`config.mk`:
```
export PLATFORM = sky130hd
export DESIGN_NAME = snr_segment_router
export DESIGN_NICKNAME = d
export VERILOG_FILES = /design/src/rtl/snr_pkg.sv /design/src/rtl/snr_elig_table.sv /design/src/rtl/snr_ready_pool.sv /design/src/rtl/snr_evt_map.sv /design/src/rtl/snr_segment_router.sv
export SDC_FILE = /design/constraint.sdc
export NUM_CORES = 1
export LEC_CHECK = 0
export BUFFER_PORTS_ARGS = -buffer_cell sky130_fd_sc_hd__buf_2
export CORE_ASPECT_RATIO = 1.4
export CORE_UTILIZATION = 55
export DETAILED_ROUTE_END_ITERATION = 8
export PLACE_DENSITY = 0.87
export SLEW_MARGIN = 0
export SYNTH_ARGS = -nofsm -noshare
export SYNTH_HDL_FRONTEND = slang
export SYNTH_HIERARCHICAL = 1
export SYNTH_SLANG_ARGS = --single-unit
```
`constraint.sdc`:
```
create_clock -name clk -period 6.4 [get_ports clk]
set_clock_uncertainty 0.05 [all_clocks]
set_input_delay 0.32 -clock clk [delete_from_list [all_inputs] [get_ports clk]]
set_output_delay 0.32 -clock clk [all_outputs]
set_load 0.02 [all_outputs]
```
`src/rtl/snr_pkg.sv`:
```
package snr_pkg;
   typedef enum logic [1:0] {
      CLAIM_NONE = 2'd0,
      CLAIM_ONE  = 2'd1,
      CLAIM_TWO  = 2'd2
   } claim_e;
endpackage

```
`src/rtl/snr_elig_table.sv`:
```
module snr_elig_table #(
   parameter int NODES = 4,
   parameter int TYPES = 8,
   localparam int IDX_W  = $clog2(NODES),
   localparam int TYPE_W = $clog2(TYPES)
) (
   input  logic              clk,
   input  logic              rst_n,
   input  logic              wr_en,
   input  logic [IDX_W-1:0]  wr_node,
   input  logic [TYPES-1:0]  wr_types,
   input  logic [TYPE_W-1:0] look_type,
   output logic [NODES-1:0]  look_elig
);
   for (genvar n = 0; n < NODES; n++) begin : g_node
      logic [TYPES-1:0] types_q;
      always_ff @(posedge clk or negedge rst_n) begin
         if (!rst_n)
            types_q <= '0;
         else if (wr_en && wr_node == IDX_W'(n))
            types_q <= wr_types;
      end
      assign look_elig[n] = types_q[look_type];
   end
endmodule

```
`src/rtl/snr_ready_pool.sv`:
```
module snr_ready_pool #(
   parameter int NODES = 4,
   localparam int IDX_W = $clog2(NODES)
) (
   input  logic             clk,
   input  logic             rst_n,
   input  logic [NODES-1:0] set_req,
   input  logic [NODES-1:0] elig,
   input  logic             take_one,
   input  logic             take_two,
   output logic [NODES-1:0] avail,
   output logic [NODES-1:0] prim_oh,
   output logic [NODES-1:0] shad_oh,
   output logic             can_one,
   output logic             can_two
);
   logic [NODES-1:0] avail_q;
   logic [IDX_W-1:0] last_q;
   logic [IDX_W-1:0] prim_idx;
   logic [NODES-1:0] cand;
   logic [NODES-1:0] cand2;
   logic [NODES-1:0] clr;

   assign cand = avail_q & elig;

   always_comb begin
      prim_idx = last_q;
      can_one  = 1'b0;
      prim_oh  = '0;
      for (int k = 1; k <= NODES; k++) begin
         int j;
         j = int'(last_q) + k;
         if (j >= NODES) j = j - NODES;
         if (!can_one && cand[j]) begin
            can_one     = 1'b1;
            prim_idx    = IDX_W'(j);
            prim_oh[j]  = 1'b1;
         end
      end
   end

   assign cand2 = cand & ~prim_oh;

   always_comb begin
      can_two = 1'b0;
      shad_oh = '0;
      for (int k = 1; k < NODES; k++) begin
         int j;
         j = int'(prim_idx) + k;
         if (j >= NODES) j = j - NODES;
         if (!can_two && cand2[j]) begin
            can_two    = 1'b1;
            shad_oh[j] = 1'b1;
         end
      end
   end

   always_comb begin
      clr = '0;
      if (take_one) clr = prim_oh;
      if (take_two) clr = prim_oh | shad_oh;
   end

   always_ff @(posedge clk or negedge rst_n) begin
      if (!rst_n) begin
         avail_q <= '0;
         last_q  <= IDX_W'(NODES - 1);
      end else begin
         avail_q <= (avail_q | set_req) & ~clr;
         if (take_one || take_two) last_q <= prim_idx;
      end
   end

   assign avail = avail_q;
endmodule

```
`src/rtl/snr_evt_map.sv`:
```
module snr_evt_map #(
   parameter int NODES  = 4,
   parameter int EVT_W  = 8,
   parameter int DEPTH  = 4,
   parameter int DATA_W = 16,
   parameter int DROP_W = 8,
   localparam int AW = (DEPTH > 1) ? $clog2(DEPTH) : 1
) (
   input  logic              clk,
   input  logic              rst_n,
   input  logic              alloc_req,
   input  logic [EVT_W-1:0]  alloc_evt,
   input  logic [NODES-1:0]  alloc_mask,
   output logic              has_free,
   input  logic              blk_valid,
   input  logic [EVT_W-1:0]  blk_evt,
   input  logic              blk_last,
   input  logic [DATA_W-1:0] blk_data,
   output logic [NODES-1:0]  out_valid,
   output logic [DATA_W-1:0] out_data,
   output logic [DROP_W-1:0] drops
);
   logic [DEPTH-1:0] ent_v;
   logic [EVT_W-1:0] ent_evt  [DEPTH];
   logic [NODES-1:0] ent_mask [DEPTH];
   logic [AW-1:0]    free_idx;
   logic [AW-1:0]    hit_idx;
   logic             hit;
   logic [NODES-1:0] ov_q;
   logic [DATA_W-1:0] od_q;
   logic [DROP_W-1:0] drop_q;

   always_comb begin
      has_free = 1'b0;
      free_idx = '0;
      hit      = 1'b0;
      hit_idx  = '0;
      for (int e = DEPTH - 1; e >= 0; e--) begin
         if (!ent_v[e]) begin
            has_free = 1'b1;
            free_idx = AW'(e);
         end
         if (ent_v[e] && ent_evt[e] == blk_evt) begin
            hit     = 1'b1;
            hit_idx = AW'(e);
         end
      end
   end

   for (genvar e = 0; e < DEPTH; e++) begin : g_ent
      logic             v_q;
      logic [EVT_W-1:0] evt_q;
      logic [NODES-1:0] mask_q;
      always_ff @(posedge clk or negedge rst_n) begin
         if (!rst_n) begin
            v_q    <= 1'b0;
            evt_q  <= '0;
            mask_q <= '0;
         end else if (alloc_req && has_free && free_idx == AW'(e)) begin
            v_q    <= 1'b1;
            evt_q  <= alloc_evt;
            mask_q <= alloc_mask;
         end else if (blk_valid && blk_last && hit && hit_idx == AW'(e)) begin
            v_q <= 1'b0;
         end
      end
      assign ent_v[e]    = v_q;
      assign ent_evt[e]  = evt_q;
      assign ent_mask[e] = mask_q;
   end

   always_ff @(posedge clk or negedge rst_n) begin
      if (!rst_n) begin
         ov_q   <= '0;
         od_q   <= '0;
         drop_q <= '0;
      end else begin
         ov_q <= '0;
         if (blk_valid) begin
            if (hit) begin
               ov_q <= ent_mask[hit_idx];
               od_q <= blk_data;
            end else if (drop_q != {DROP_W{1'b1}}) begin
               drop_q <= drop_q + 1'b1;
            end
         end
      end
   end

   assign out_valid = ov_q;
   assign out_data  = od_q;
   assign drops     = drop_q;
endmodule

```
`src/rtl/snr_segment_router.sv`:
```
module snr_segment_router
   import snr_pkg::*;
#(
   parameter int NODES     = 4,
   parameter int TYPES     = 8,
   parameter int EVT_W     = 8,
   parameter int DEPTH     = 4,
   parameter int DATA_W    = 16,
   parameter int DROP_W    = 8,
   parameter bit SHADOW_EN = 1'b1,
   localparam int IDX_W  = $clog2(NODES),
   localparam int TYPE_W = $clog2(TYPES)
) (
   input  logic              clk,
   input  logic              rst_n,
   input  logic              cfg_we,
   input  logic [IDX_W-1:0]  cfg_node,
   input  logic [TYPES-1:0]  cfg_types,
   input  logic [NODES-1:0]  node_ready_set,
   output logic [NODES-1:0]  node_avail,
   input  logic              tag_in_valid,
   output logic              tag_in_ready,
   input  logic [TYPE_W-1:0] tag_in_type,
   input  logic [EVT_W-1:0]  tag_in_evt,
   input  logic              tag_in_shadow,
   input  logic              tag_in_taken,
   output logic              tag_out_valid,
   input  logic              tag_out_ready,
   output logic [TYPE_W-1:0] tag_out_type,
   output logic [EVT_W-1:0]  tag_out_evt,
   output logic              tag_out_shadow,
   output logic              tag_out_taken,
   input  logic              blk_valid,
   input  logic [EVT_W-1:0]  blk_evt,
   input  logic              blk_last,
   input  logic [DATA_W-1:0] blk_data,
   output logic [NODES-1:0]  node_out_valid,
   output logic [DATA_W-1:0] node_out_data,
   output logic [DROP_W-1:0] drop_count
);
   if (NODES < 2) begin : g_bad_nodes
      $error("snr_segment_router: NODES must be at least 2");
   end
   if (TYPES < 2) begin : g_bad_types
      $error("snr_segment_router: TYPES must be at least 2");
   end
   if (DEPTH < 1) begin : g_bad_depth
      $error("snr_segment_router: DEPTH must be at least 1");
   end

   logic [NODES-1:0] elig;
   logic [NODES-1:0] prim_oh, shad_oh;
   logic             can_one, can_two, has_free;
   logic             want_pair, accept;
   claim_e           claim;
   logic [NODES-1:0] alloc_mask;

   if (SHADOW_EN) begin : g_shadow
      assign want_pair = tag_in_shadow;
   end else begin : g_single
      assign want_pair = 1'b0;
   end

   assign tag_in_ready = !tag_out_valid || tag_out_ready;
   assign accept       = tag_in_valid && tag_in_ready;

   always_comb begin
      claim = CLAIM_NONE;
      if (accept && !tag_in_taken && has_free) begin
         if (want_pair) begin
            if (can_two) claim = CLAIM_TWO;
         end else if (can_one) begin
            claim = CLAIM_ONE;
         end
      end
   end

   assign alloc_mask = (claim == CLAIM_TWO) ? (prim_oh | shad_oh) : prim_oh;

   snr_elig_table #(.NODES(NODES), .TYPES(TYPES)) u_elig (
      .clk       (clk),
      .rst_n     (rst_n),
      .wr_en     (cfg_we),
      .wr_node   (cfg_node),
      .wr_types  (cfg_types),
      .look_type (tag_in_type),
      .look_elig (elig)
   );

   snr_ready_pool #(.NODES(NODES)) u_pool (
      .clk      (clk),
      .rst_n    (rst_n),
      .set_req  (node_ready_set),
      .elig     (elig),
      .take_one (claim == CLAIM_ONE),
      .take_two (claim == CLAIM_TWO),
      .avail    (node_avail),
      .prim_oh  (prim_oh),
      .shad_oh  (shad_oh),
      .can_one  (can_one),
      .can_two  (can_two)
   );

   snr_evt_map #(
      .NODES(NODES), .EVT_W(EVT_W), .DEPTH(DEPTH),
      .DATA_W(DATA_W), .DROP_W(DROP_W)
   ) u_map (
      .clk        (clk),
      .rst_n      (rst_n),
      .alloc_req  (claim != CLAIM_NONE),
      .alloc_evt  (tag_in_evt),
      .alloc_mask (alloc_mask),
      .has_free   (has_free),
      .blk_valid  (blk_valid),
      .blk_evt    (blk_evt),
      .blk_last   (blk_last),
      .blk_data   (blk_data),
      .out_valid  (node_out_valid),
      .out_data   (node_out_data),
      .drops      (drop_count)
   );

   always_ff @(posedge clk or negedge rst_n) begin
      if (!rst_n) begin
         tag_out_valid  <= 1'b0;
         tag_out_type   <= '0;
         tag_out_evt    <= '0;
         tag_out_shadow <= 1'b0;
         tag_out_taken  <= 1'b0;
      end else if (accept) begin
         tag_out_valid  <= 1'b1;
         tag_out_type   <= tag_in_type;
         tag_out_evt    <= tag_in_evt;
         tag_out_shadow <= tag_in_shadow;
         tag_out_taken  <= tag_in_taken || (claim != CLAIM_NONE);
      end else if (tag_out_ready) begin
         tag_out_valid  <= 1'b0;
      end
   end
endmodule

```
Yosys cells after proc, flatten, opt, wreduce, memory -nomap -nowiden. Cells that the tools add are included.

Add/sub/neg operators: 15. Multiply operators: 0. Div/mod/pow operators: 0. Magnitude comparators: 23. Equality and inequality tests: 16. Shift operators: 0. Multiplexer cells: 106. Bitwise operators: 14. Reductions and logical operators: 55.

Operators by type and width (number): 32-bit by 1-bit >= comparator with 1-bit output, second input constant (7); 32-bit by 4-bit >= comparator with 1-bit output, second input constant (7); 32-bit by 4-bit < comparator with 1-bit output, second input constant (7); 32-bit two-way mux (7); 32-bit by 4-bit subtractor with 32-bit output, second input constant (7); 4-bit two-way mux (14); 1-bit two-way mux (51); 1-bit logical AND (34); 8-bit == test (4); 2-bit two-way mux (15); 4-bit OR (7); 1-bit binary-select mux with 2-bit select (7); 1-bit demux with 2-bit select (7); 2-bit == test, second input constant (7); 2-bit by 2-bit adder with 3-bit output, second input constant (4); 4-bit AND (3); 1-bit binary-select mux with 3-bit select (4); 2-bit nonzero test (6); 8-bit by 1-bit adder with 8-bit output, second input constant (1); 4-bit binary-select mux with 2-bit select (1); 2-bit by 1-bit == test with 1-bit output, second input constant (4); 8-bit != test, second input constant (1); 4-bit inverter (2); 1-bit zero test (7); other kinds (10) (15).

Flip-flop bits (word level): 132. Latch bits: 0. Bits in writable memories: 0. Memory bits (read-only): 0. Input port bits: 58. Output and inout port bits: 47. Logic and storage cells: 255. Memories kept: 0.

Depth between registers and ports, before layout. Gate-level depths: netlist of run 1.

Depth after elaboration: 37. Depth in mapped cells: 20. Depth with buffers taken out: 17.

Modules after synthesis. The synthesis of run 1 kept the hierarchy.

By module, submodules not included: snr_evt_map (times used 1, cells an instance 267, area each 3664.8 sq um, seq. area each 2001.9 sq um); snr_elig_table (times used 1, cells an instance 82, area each 1470.2 sq um, seq. area each 800.8 sq um); snr_ready_pool (times used 1, cells an instance 154, area each 1272.5 sq um, seq. area each 152.6 sq um); snr_segment_router (times used 1, cells an instance 47, area each 643.1 sq um, seq. area each 350.3 sq um).

Least setup slack after synthesis of run 1. OpenSTA, ideal clock, no wires.

Path kind: in2reg. Start point: input port tag_in_type[0]. End point: register u_map.g_ent[3].evt_q[2]. Setup time: 0.125 ns. Arrival time: 4.672 ns. Slack: 1.553 ns. Cell stages on the path: 16. Path buffers: 3. Cells stage by stage: buf_6 -> mux4_1 -> mux2_2 -> and2_4 -> mux4_2 -> a221o_2 -> or3_1 -> a32oi_1 -> nor2_1 -> a31oi_1 -> and2_0 -> clkbuf_1 -> o21a_1 -> nor3b_1 -> buf_2 -> mux2_2.

Longest elaborated chain between the ends: 35. Elaborated cells between the ends (all ways): 79. Those cells by class: add/sub (6); order compare (3); mux (51); bitwise (6); reduce/logical (13).

Ends and longest elaborated chain: start, declared (line snr_segment_router.sv:23) `input logic [TYPE_W-1:0] tag_in_type,`; 1-bit binary-select mux with 3-bit select * (line snr_elig_table.sv:23) `assign look_elig[n] = types_q[look_type];`; 1-bit two-way mux (not written as such) * (line snr_elig_table.sv:23); via elig[2] (line snr_segment_router.sv:51) `logic [NODES-1:0] elig;`; 4-bit AND * (line snr_ready_pool.sv:24) `assign cand = avail_q & elig;`; 1-bit binary-select mux with 2-bit select (line snr_ready_pool.sv:34) `if (!can_one && cand[j]) begin`; 1-bit two-way mux (not written as such) (2 in a row) (line snr_ready_pool.sv:34); 1-bit two-way mux (line snr_ready_pool.sv:34); 1-bit zero test (line snr_ready_pool.sv:34); [19 not listed]; 1-bit logical AND (line snr_ready_pool.sv:51) `if (!can_two && cand2[j]) begin`; 1-bit two-way mux * (line snr_ready_pool.sv:51); via can_two (line snr_segment_router.sv:53) `logic can_one, can_two, has_free;`; 2-bit two-way mux * (line snr_segment_router.sv:71) `if (can_two) claim = CLAIM_TWO;`; 2-bit two-way mux * (line snr_segment_router.sv:70) `if (want_pair) begin`; 2-bit two-way mux * (line snr_segment_router.sv:69) `if (accept && !tag_in_taken && has_free) begin`; 2-bit nonzero test * (line snr_segment_router.sv:110) `.alloc_req (claim != CLAIM_NONE),`; 1-bit logical AND * (2 in a row) (line snr_evt_map.sv:59) `end else if (alloc_req && has_free && free_idx == AW'(e)) begin`; end signal, assigned (line snr_evt_map.sv:61) `evt_q <= alloc_evt;`; end, declared (line snr_evt_map.sv:52) `logic [EVT_W-1:0] evt_q;`.

The timed path passes the listed nets; every way through them passes the cells marked *. The select of a mux whose other input is x is not followed. A chain may end at the register's enable or synchronous reset.

Worst setup path in the final report of run 1.
Start point: register u_pool.last_q[0]. End point: register u_map.g_ent[2].evt_q[7].

Longest elaborated chain between the ends: 35. Elaborated cells between the ends (all ways): 106. Those cells by class: add/sub (14); order compare (15); mux (55); bitwise (5); reduce/logical (17).

Ends and longest elaborated chain: start, declared (line snr_ready_pool.sv:18) `logic [IDX_W-1:0] last_q;`; start signal, assigned (line snr_ready_pool.sv:67) `last_q <= IDX_W'(NODES - 1);`; start signal, assigned (line snr_ready_pool.sv:70) `if (take_one || take_two) last_q <= prim_idx;`; 2-bit by 1-bit adder with 3-bit output (line snr_ready_pool.sv:32) `j = int'(last_q) + k;`; 32-bit by 4-bit subtractor with 32-bit output or 32-bit by 4-bit >= comparator with 1-bit output (tied branches) (line snr_ready_pool.sv:33) `if (j >= NODES) j = j - NODES;`; 32-bit two-way mux (line snr_ready_pool.sv:33); 1-bit binary-select mux with 2-bit select (line snr_ready_pool.sv:34); 1-bit two-way mux (not written as such) (2 in a row) (line snr_ready_pool.sv:34); 1-bit two-way mux (line snr_ready_pool.sv:34); 1-bit zero test (line snr_ready_pool.sv:34); 1-bit logical AND (line snr_ready_pool.sv:34); [18 not listed]; 1-bit logical AND (line snr_ready_pool.sv:51); 1-bit two-way mux * (line snr_ready_pool.sv:51); via can_two (line snr_segment_router.sv:53); 2-bit two-way mux * (line snr_segment_router.sv:71); 2-bit two-way mux * (line snr_segment_router.sv:70); 2-bit two-way mux * (line snr_segment_router.sv:69); 2-bit nonzero test * (line snr_segment_router.sv:110); 1-bit logical AND * (2 in a row) (line snr_evt_map.sv:59); end signal, assigned (line snr_evt_map.sv:61); end, declared (line snr_evt_map.sv:52).

Marks and branches as above.

==> flow_metrics.tcl, run 1 <==
set metrics [dict create \
    cts_buffer_depth 2 \
    synth-seq-area-share 0.4689 \
    syn_area_mm2 0.007051 \
    drt-pass1-iter-count 8 \
    vias 5261 \
    design.core.area_mm2 0.01243 \
    met2_usage 0.5071 \
    reg2reg_depth 14 \
    cp.arrival_ps 5590 \
    routed_wl_mm 17.56 \
    cts_hold_buf 0 \
    cts_tree "yes" \
    area_growth_syn_to_layout_pct 17.71 \
    path_class "reg2reg" \
    cpMaxStageDelayCell "dfstp_2" \
    swShare 0.3942 \
    port_buffers 104 \
    worstPathCellList "inv_1 > ha_1 > nand4b_1 > o22ai_1 > or3_1 > a32o_1 > or3_1 > a32oi_1 > nor2_1 > a31oi_1 > and2_0 > o21a_1 > nand4b_1 > mux2_2" \
    tns_ps 0 \
    cts_buffers 17 \
    grt_pass1_wl_mm 28.11 \
    cp_max_fo 19 \
    syn-num-nets 624 \
    clk_latency_ps 410 \
    dp.cells 792 \
    wl_per_cell_um 21.31 \
    final.setup.worst_slack_ps 1047 \
    final-instance-count-excl-fill 824 \
    use_met3 0.05964 \
    grt_max_degree 73 \
    grt_pass1_vias 5591 \
    hpwl_mm 12.18 \
    seqPwrFrac 0.325 \
    ir_worst_vdd_uv 301.8 \
    drtIter0Drc 312 \
    synth_top_area_share 0.4614 \
    synth.distinct_cells 79 \
    synth_area_leaders "dfrtp_1 46%, mux2_2 16%, xor2_1 3.4%" \
    synthFlopType "dfrtp_1" \
    p_comb_frac 0.437 \
    setup_viol 0 \
    worst_pin_slew_ps 910.9 \
    cp-end-kind "register" \
    use_met1 0.2984 \
    powerDensity_mw_per_mm2 501.2 \
    switchingPower_w 0.001640 \
    synthArstFlopShare 1.000 \
    start_util 0.5671 \
    startpoint_type "register" \
    internal-power_w 0.002520 \
    grt.overflow.total 0 \
    place_ws_ps 1034 \
    post_cts_buffers 0 \
    crit_required_ps 6640 \
    synth_edf_count 0 \
    ios 105 \
    clkSinkCount 132 \
    p_leak_nw 3.948 \
    root_buffer "clkbuf_16" \
    relSlewSlack 0.3927 \
    path_clk_slew_ps 60 \
    clock.fmax_mhz 186.8 \
    holdWs_ps -19.34 \
    ant_nets 0 \
    hp-class "in2async" \
    rows 48 \
    max_cap_viol_count 0 \
    cts_resized 0 \
    finalHoldViolations 17 \
    antenna_found_initial 0 \
    syn_inst 550 \
    status "finished, violations left" \
    drive_above_1_share 0.4258 \
    gp_congestion 0.9277 \
    fp.dieW_um 97.69 \
    busiest_layer "met2" \
    die-area_mm2 0.01328 \
    avgSynthCellArea_um2 12.82 \
    synth_warnings 6 \
    fillers 877 \
    period_share 0.8364 \
    rsz0062_at_grt "false" \
    final_common_cell "dfrtp_1" \
    maxSlewViolCount 0 \
    grt.total_usage 0.2762 \
    viasPerCell 6.385 \
    drc 14 \
    violations "DRC, hold timing" \
    synth_largest_area_cell "dfrtp_1" \
    ys_ff_latch 132 \
    slowest_delay_ps 760 \
    final_nets 735 \
    period_needed_ps 5353 \
    final_cell_mix "130 x dfrtp_1, 103 x buf_2, 101 x mux2_2" \
    die_h_um 136.0 \
    p_clk_frac 0.239 \
    htree_levels 4 \
    antenna_cells 0 \
    fin_util 0.6676 \
]
## metrics by stage
step                      power (W)  area, um^2
final                      0.004160        8299
after global routing       0.004372        8299
after CTS                  0.004137        8299
after detailed placement   0.003108        7689
after global placement     0.003041        7689
after floorplan            0.002612        7051
## cell usage after synthesis (all sizes together), types with 3 or more instances
library cell	number
a211o	4
a21oi	10
a221o	4
a22oi	8
a31o	4
a32oi	3
a41o	4
a41oi	4
and2	9
and3	5
and3b	4
buf	11
clkbuf	5
dfrtp	130
ha	16
inv	12
mux2	112
mux2i	4
mux4	10
nand2	24
nand3	14
nand3b	5
nand4	11
nor2	16
nor2b	3
nor3	10
nor3b	4
nor4	6
o21ai	11
o22ai	3
o311ai	3
o31ai	6
or2	9
or3	4
xnor2	12
xor2	27
## path summary, 6_finish.rpt
| kind | slack [ps] | from | to |
|---|---|---|---|
| worst max-delay path | 1050 | u_pool/last_q[0] | u_map/g_ent[2].evt_q[7] |
| worst min-delay path | -20 | rst_n | u_map/drops[6] |
| worst max register to register | 1050 | u_pool/last_q[0] | u_map/g_ent[2].evt_q[7] |
| worst min register to register | 450 | u_map/out_data[3] | u_map/out_data[3] |
| max in group asynchronous | 4990 | rst_n | u_elig/g_node[1].types_q[1] |
| min in group clk | 90 | blk_data[15] | u_map/out_data[15] |
## layout make-up
class,instances,area (um^2),area share
clock buffer,20,466.7,0.05623
clock inverter,12,143.9,0.01734
inverter,12,45.04,0.005427
multi-input combinational,390,3597,0.4334
sequential,132,3306,0.3983
tap,150,187.7,0.02261
timing repair buffer,108,553.0,0.06664
## power by group through the flow
stage                     combinational (W)  sequential, W  clock, W
after floorplan                     0.00125        0.00136         0
after global placement              0.00172        0.00132         0
final                               0.00182        0.00135  0.000992
after CTS                           0.00179        0.00134   0.00101
after global routing                0.00195        0.00138   0.00105
after detailed placement            0.00176        0.00135         0
## layer usage
metal  part of all wire  up-vias
met2               0.53      262
li1                   -     2293
met3              0.054       69
met1               0.37     2637
met5                  0        -
met4              0.041        0
## sequential cells by signal, summed over array words and instances (netlist names)
signal	flops
tag_out_type	3
tag_out_shadow	1
tag_out_evt	8
u_map/g_ent.evt_q	32
u_pool/last_q	2
u_map/drops	8
u_map/g_ent.mask_q	16
tag_out_taken	1
u_map/out_data	16
u_pool/avail	4
u_elig/g_node.types_q	32
u_map/out_valid	4
tag_out_valid	1
u_map/g_ent.v_q	4
## worst max-delay path: cells and delay by family, from the launching register on
kind                       cells  cell delay [ps]
and+or+nand+nor                6             2000
AOI/OAI and AO/OA              5             1060
buffers and inverters          1              250
muxes                          1              560
adders and majority gates      1              530
DFF                            1              760
## cell families after synthesis
logic type	synth area share
buffers and inverters	0.02094
and+or+nand+nor	0.1193
DFF	0.4689
muxes	0.2266
AOI/OAI and AO/OA	0.08749
adders and majority gates	0.02839
xor gates and xnor gates	0.04845
Power figures use the tool's default switching activity.
==> run 2: changes to the inputs <==
- clock period: 6.4 -> 5 ns (I/O delays scaled with it)
==> run 2 against run 1 <==
Compared with the run above:
- the flow finishes with violations (DRC)
- non-clock buffer count is 7 higher
- die area did not move
- sequential share of layout area shrank 0.35 points
- maximum frequency increased by 14%
- hold slack better by 36 ps
- flip-flop and latch count unchanged
- critical path depth grew 1
- combinational power is 28% higher
- cell count grew 0.85%
- register-to-register slack got worse by 750 ps
- final area is 0.89% higher
- highest routed layer unchanged
==> flow_metrics.tcl, run 2 (synthesis gave the netlist of run 1 again) <==
set metrics [dict create \
    tns_ps 0 \
    drt-pass1-iter-count 9 \
    ir_worst_vdd_uv 334.7 \
    status "finished, violations left" \
    critPathLaunch "u_pool/last_q[0]" \
    start_util 0.5671 \
    max_cap_viol_count 0 \
    postPlaceCellArea_mm2 0.007734 \
    worstHoldStart "blk_data[11]" \
    fp.dieW_um 97.69 \
    relSlewSlack 0.3459 \
    powerDensity_mw_per_mm2 641.1 \
    final-instance-count-excl-fill 831 \
    hold_end "u_map/out_data[11]" \
    rows 48 \
    grt.overflow.total 0 \
    setup_viol 0 \
    startpoint_type "register" \
    fillers 835 \
    whs_path_depth 2 \
    clock.fmax_mhz 212.8 \
    hpwl_mm 12.04 \
    worst_pin_slew_ps 981.1 \
    grt.total_usage 0.2681 \
    cts_tree "yes" \
    grt_max_degree 82 \
    cts_buffers 17 \
    final_nets 742 \
    crit_required_ps 5240 \
    antenna_found_initial 0 \
    gp_congestion 0.9669 \
    ios 105 \
    dp.cells 798 \
    wl_per_cell_um 20.17 \
    r2r_start "u_pool/last_q[0]" \
    holdWs_ps 17.00 \
    drtIter0Drc 368 \
    cts_buffer_depth 2 \
    reg2reg_depth 15 \
    cp-end-kind "register" \
    finalHoldViolations 0 \
    final_common_cell "dfrtp_1" \
    final_cell_mix "130 x dfrtp_1, 103 x buf_2, 101 x mux2_2" \
    cts_resized 0 \
    rsz0062_at_grt "false" \
    clkSinkCount 132 \
    finalInstanceArea_mm2 0.008373 \
    cp.arrival_ps 4940 \
    fin_util 0.6735 \
    r2r_slack_ps 300 \
    grt_pass1_wl_mm 27.31 \
    die-area_mm2 0.01328 \
    p_leak_nw 3.982 \
    reg_top3 "u_elig/g_node.types_q: 32 flops, u_map/g_ent.evt_q: 32 flops" \
    clk_latency_ps 410 \
    drive_above_1_share 0.4288 \
    path_class "reg2reg" \
    maxSlewViolCount 0 \
    cp_max_fo 19 \
    port_buffers 104 \
    design.core.area_mm2 0.01243 \
    vias 5144 \
    hp-class "in2reg" \
    period_needed_ps 4698 \
    area_growth_syn_to_layout_pct 18.76 \
    die_h_um 136.0 \
    period_share 0.9396 \
    r2r-end "u_map/g_ent[3].evt_q[4]" \
    viasPerCell 6.190 \
    path_clk_slew_ps 60 \
    routed_wl_mm 16.76 \
    violations "DRC" \
    antenna_cells 0 \
    post_cts_buffers 0 \
    ant_nets 0 \
    drc 14 \
    root_buffer "clkbuf_16" \
    htree_levels 4 \
    grt_pass1_vias 5391 \
]
-- run 2: final cells by class --
type | count | area, um^2 | area share
Sequential cell | 132 | 3306 | 0.3948
Clock buffer | 18 | 429.2 | 0.05126
Clock inverter | 14 | 200.2 | 0.02391
Tap cell | 150 | 187.7 | 0.02241
Multi-Input combinational cell | 390 | 3597 | 0.4296
Timing Repair Buffer | 115 | 608.1 | 0.07262
Inverter | 12 | 45.04 | 0.005380
-- run 2: per-layer routing --
metal | vias up | track usage | routed length, um
li1 | 2312 | - | -
met1 | 2562 | 0.3050 | 6233
met4 | 0 | 0.1397 | 635
met5 | - | 0 | 0
met2 | 212 | 0.4862 | 9077
met3 | 58 | 0.04216 | 813
-- run 2: report_power, final --
group	total (W)	leakage (nW)	internal [W]	switching (W)
Combinational	0.00233	2.07	0.00106	0.00128
Sequential	0.00171	1.62	0.00142	0.000295
Clock	0.00132	0.298	0.000841	0.000481
-- run 2: worst max-delay path: stages (launching register included) --
cell and delay [ps]:
dfstp_2 740, inv_1 230, ha_1 510, nand4b_1 170, o22ai_1 110, or3_1 390, a32o_1 330, or3_1 370
a32oi_1 200, nor2_1 50, a31oi_1 140, and2_0 210, o21a_1 230, nor3b_1 210, buf_4 250, mux2_2 370
-- run 2: worst max-delay path by stage --
stage / end / depth (start not counted)
2_1_floorplan: u_map/g_ent[3].evt_q[2] / 16
3_3_place_gp: u_map/g_ent[3].evt_q[4] / 15
3_5_place_dp: u_map/g_ent[3].mask_q[0] / 15
4_1_cts: u_map/g_ent[3].evt_q[4] / 15
5_1_grt: u_map/g_ent[3].mask_q[0] / 13
6_report: u_map/g_ent[3].evt_q[4] / 15
-- run 2: stage by stage --
| step | setup WS [ps] | total power [W] |
|---|---|---|
| after floorplan | 222.7 | 0.003343 |
| after global placement | 376.7 | 0.003874 |
| after detailed placement | 311.0 | 0.003993 |
| after CTS | 396.2 | 0.005349 |
| after global routing | 26.26 | 0.005663 |
| final | 301.8 | 0.005368 |
-- run 2: what timing repair did --
item,CTS,global route
hold buffers,1,0
setup endpoints to repair,0,0
hold endpoints to repair,51,0
==> run 3: changes to the inputs <==
- RECOVER_POWER: not set -> 100
==> run 3 against run 2 <==
Compared with the run above:
- the flow finishes with violations (DRC, capacitance limit, slew limit)
- sequential share of layout area grew 0.57 points
- clock power about the same
- total power decreased by 0.60%
- final area down 1.4%
- cell count stayed put
- sequential power hardly changed
- maximum frequency shrank 1.1%
- hold slack worse by 3.7 ps
- setup slack got worse by 51 ps
- count of clock-buffer cells in the layout unchanged
- via count up 0.84%
- critical path depth stayed put
- critical endpoint is now u_map/g_ent[0].evt_q[3]
- largest cell class unchanged
==> flow_metrics.tcl, run 3 (synthesis gave the netlist of run 1 again) <==
set metrics [dict create \
    crit_top_cell "or3_1" \
    period_needed_ps 4749 \
    startpoint_type "register" \
    r2r-end "u_map/g_ent[0].evt_q[3]" \
    final.setup.worst_slack_ps 250.8 \
    powerDensity_mw_per_mm2 646.4 \
    antenna_cells 0 \
    slowest_delay_ps 750 \
    port_buffers 104 \
    cts_buffer_depth 2 \
    reg2reg_depth 15 \
    wl_per_cell_um 20.25 \
    rsz0062_at_grt "false" \
    design.core.area_mm2 0.01243 \
    gp_congestion 0.9669 \
    whs_path_depth 2 \
    r2r_slack_ps 250 \
    final_cell_mix "130 x dfrtp_1, 100 x mux2_2, 56 x buf_2" \
    critical_path_depth 15 \
    htree_levels 4 \
    clk_latency_ps 410 \
    grt.overflow.total 0 \
    cp.arrival_ps 4990 \
    relSlewSlack -1.145 \
    start_util 0.5671 \
    reg_top3 "u_elig/g_node.types_q: 32 flops, u_map/g_ent.evt_q: 32 flops" \
    routed_wl_mm 16.83 \
    status "finished, violations left" \
    fillers 870 \
    critical_path_buf_inv_count 2 \
    ios 105 \
    clkSinkCount 132 \
    hpwl_mm 12.04 \
    final_common_cell "dfrtp_1" \
    violations "DRC, capacitance limit, slew limit" \
    worst_pin_slew_ps 3184 \
    vias 5187 \
    grt_pass1_vias 5391 \
    root_buffer "clkbuf_16" \
    grt_pass1_wl_mm 27.31 \
    maxSlewViolCount 70 \
    antenna_found_initial 0 \
    cp_max_fo 19 \
    fp.dieW_um 97.69 \
    viasPerCell 6.242 \
    r2r_start "u_pool/last_q[0]" \
    path_class "reg2reg" \
    clock.fmax_mhz 210.6 \
    ir_worst_vdd_uv 326.8 \
    ant_nets 0 \
    area_growth_syn_to_layout_pct 17.07 \
    drtIter0Drc 322 \
    p_leak_nw 3.804 \
    grt.total_usage 0.2681 \
    cts_tree "yes" \
    grt_max_degree 82 \
    hp-class "in2reg" \
    critPathTopFamily "simple AND/OR/NAND/NOR gates" \
    cp-end-kind "register" \
    drc 14 \
    crit_required_ps 5240 \
    cpMaxStageDelayCell "dfstp_2" \
    setup_viol 0 \
    hold_end "u_map/out_data[11]" \
    finalHoldViolations 0 \
    die-area_mm2 0.01328 \
    worstPathCellList "inv_1 > ha_1 > nand4b_1 > o22ai_1 > or3_1 > a32o_1 > or3_1 > a32oi_1 > nor2_1 > a31oi_1 > and2_0 > o21a_1 > nor2b_1 > buf_2 > mux2_2" \
    final_nets 742 \
    drive_above_1_share 0.3421 \
    rows 48 \
    place_ws_ps 311.0 \
    worstHoldStart "blk_data[11]" \
    cts_buffers 17 \
    path_clk_slew_ps 60 \
    drt-pass1-iter-count 7 \
    die_h_um 136.0 \
    max_cap_viol_count 2 \
    period_share 0.9498 \
    tns_ps 0 \
]
## run 3: cell count changes in the layout (fill, tap and decap cells not counted), moves of 2 or more
| cell | delta |
|---|---|
| buf_2 | -47 |
| buf_4 | -4 |
| clkbuf_1 | +50 |
| mux2_1 | +2 |
| nand2_1 | +2 |
## run 3: repair_timing
item | in CTS | in global routing
hold endpoints to repair | 51 | 0
gates resized for setup | 0 | 0
setup buffers | 0 | 0
hold buffers | 1 | 0
## run 3: power breakdown
| group | total, W | internal, W | switching (W) | leakage (nW) |
|---|---|---|---|---|
| Combinational | 0.00229 | 0.00102 | 0.00128 | 1.89 |
| Sequential | 0.00172 | 0.00142 | 0.000299 | 1.62 |
| Clock | 0.00132 | 0.000841 | 0.000483 | 0.298 |
## run 3: final cells by class
| type | count | area, um^2 | area share |
|---|---|---|---|
| tap | 150 | 187.7 | 0.02274 |
| multi-input combinational | 390 | 3551 | 0.4302 |
| clock inverter | 14 | 200.2 | 0.02425 |
| timing repair buffer | 115 | 535.5 | 0.06488 |
| clock buffer | 18 | 429.2 | 0.05199 |
| sequential | 132 | 3306 | 0.4005 |
| inverter | 12 | 45.04 | 0.005457 |
## run 3: worst max path at each step
stage | slack, ps | from | to
after floorplan | 220 | tag_in_type[0] | u_map/g_ent[3].evt_q[2]
after global placement | 380 | tag_in_type[0] | u_map/g_ent[3].evt_q[4]
after detailed placement | 310 | tag_in_type[0] | u_map/g_ent[3].mask_q[0]
after CTS | 400 | u_pool/last_q[0] | u_map/g_ent[3].evt_q[4]
after global routing | 30 | u_pool/last_q[0] | u_map/g_ent[3].mask_q[0]
final | 250 | u_pool/last_q[0] | u_map/g_ent[0].evt_q[3]
## run 3: metrics by stage
stage / hold WS (ps) / power (W) / area, um^2 / util / cells
final: 13.25 / 0.005336 / 8254 / 0.6639 / 831
after global routing: 9.797 / 0.005622 / 8254 / 0.6639 / 831
after CTS: 2.765 / 0.005349 / 8373 / 0.6735 / 831
after detailed placement: 274.0 / 0.003993 / 7734 / 0.6221 / 798
after global placement: 262.9 / 0.003874 / 7734 / 0.6221 / 798
after floorplan: -95.59 / 0.003343 / 7051 / - / 550
## run 3: routing by layer
| metal | global-route usage | share of wire | wire length [um] |
|---|---|---|---|
| met1 | 0.3050 | 0.37 | 6293 |
| met3 | 0.04216 | 0.046 | 778 |
| met2 | 0.4862 | 0.54 | 9143 |
| met4 | 0.1397 | 0.036 | 614 |
| met5 | 0 | 0 | 0 |
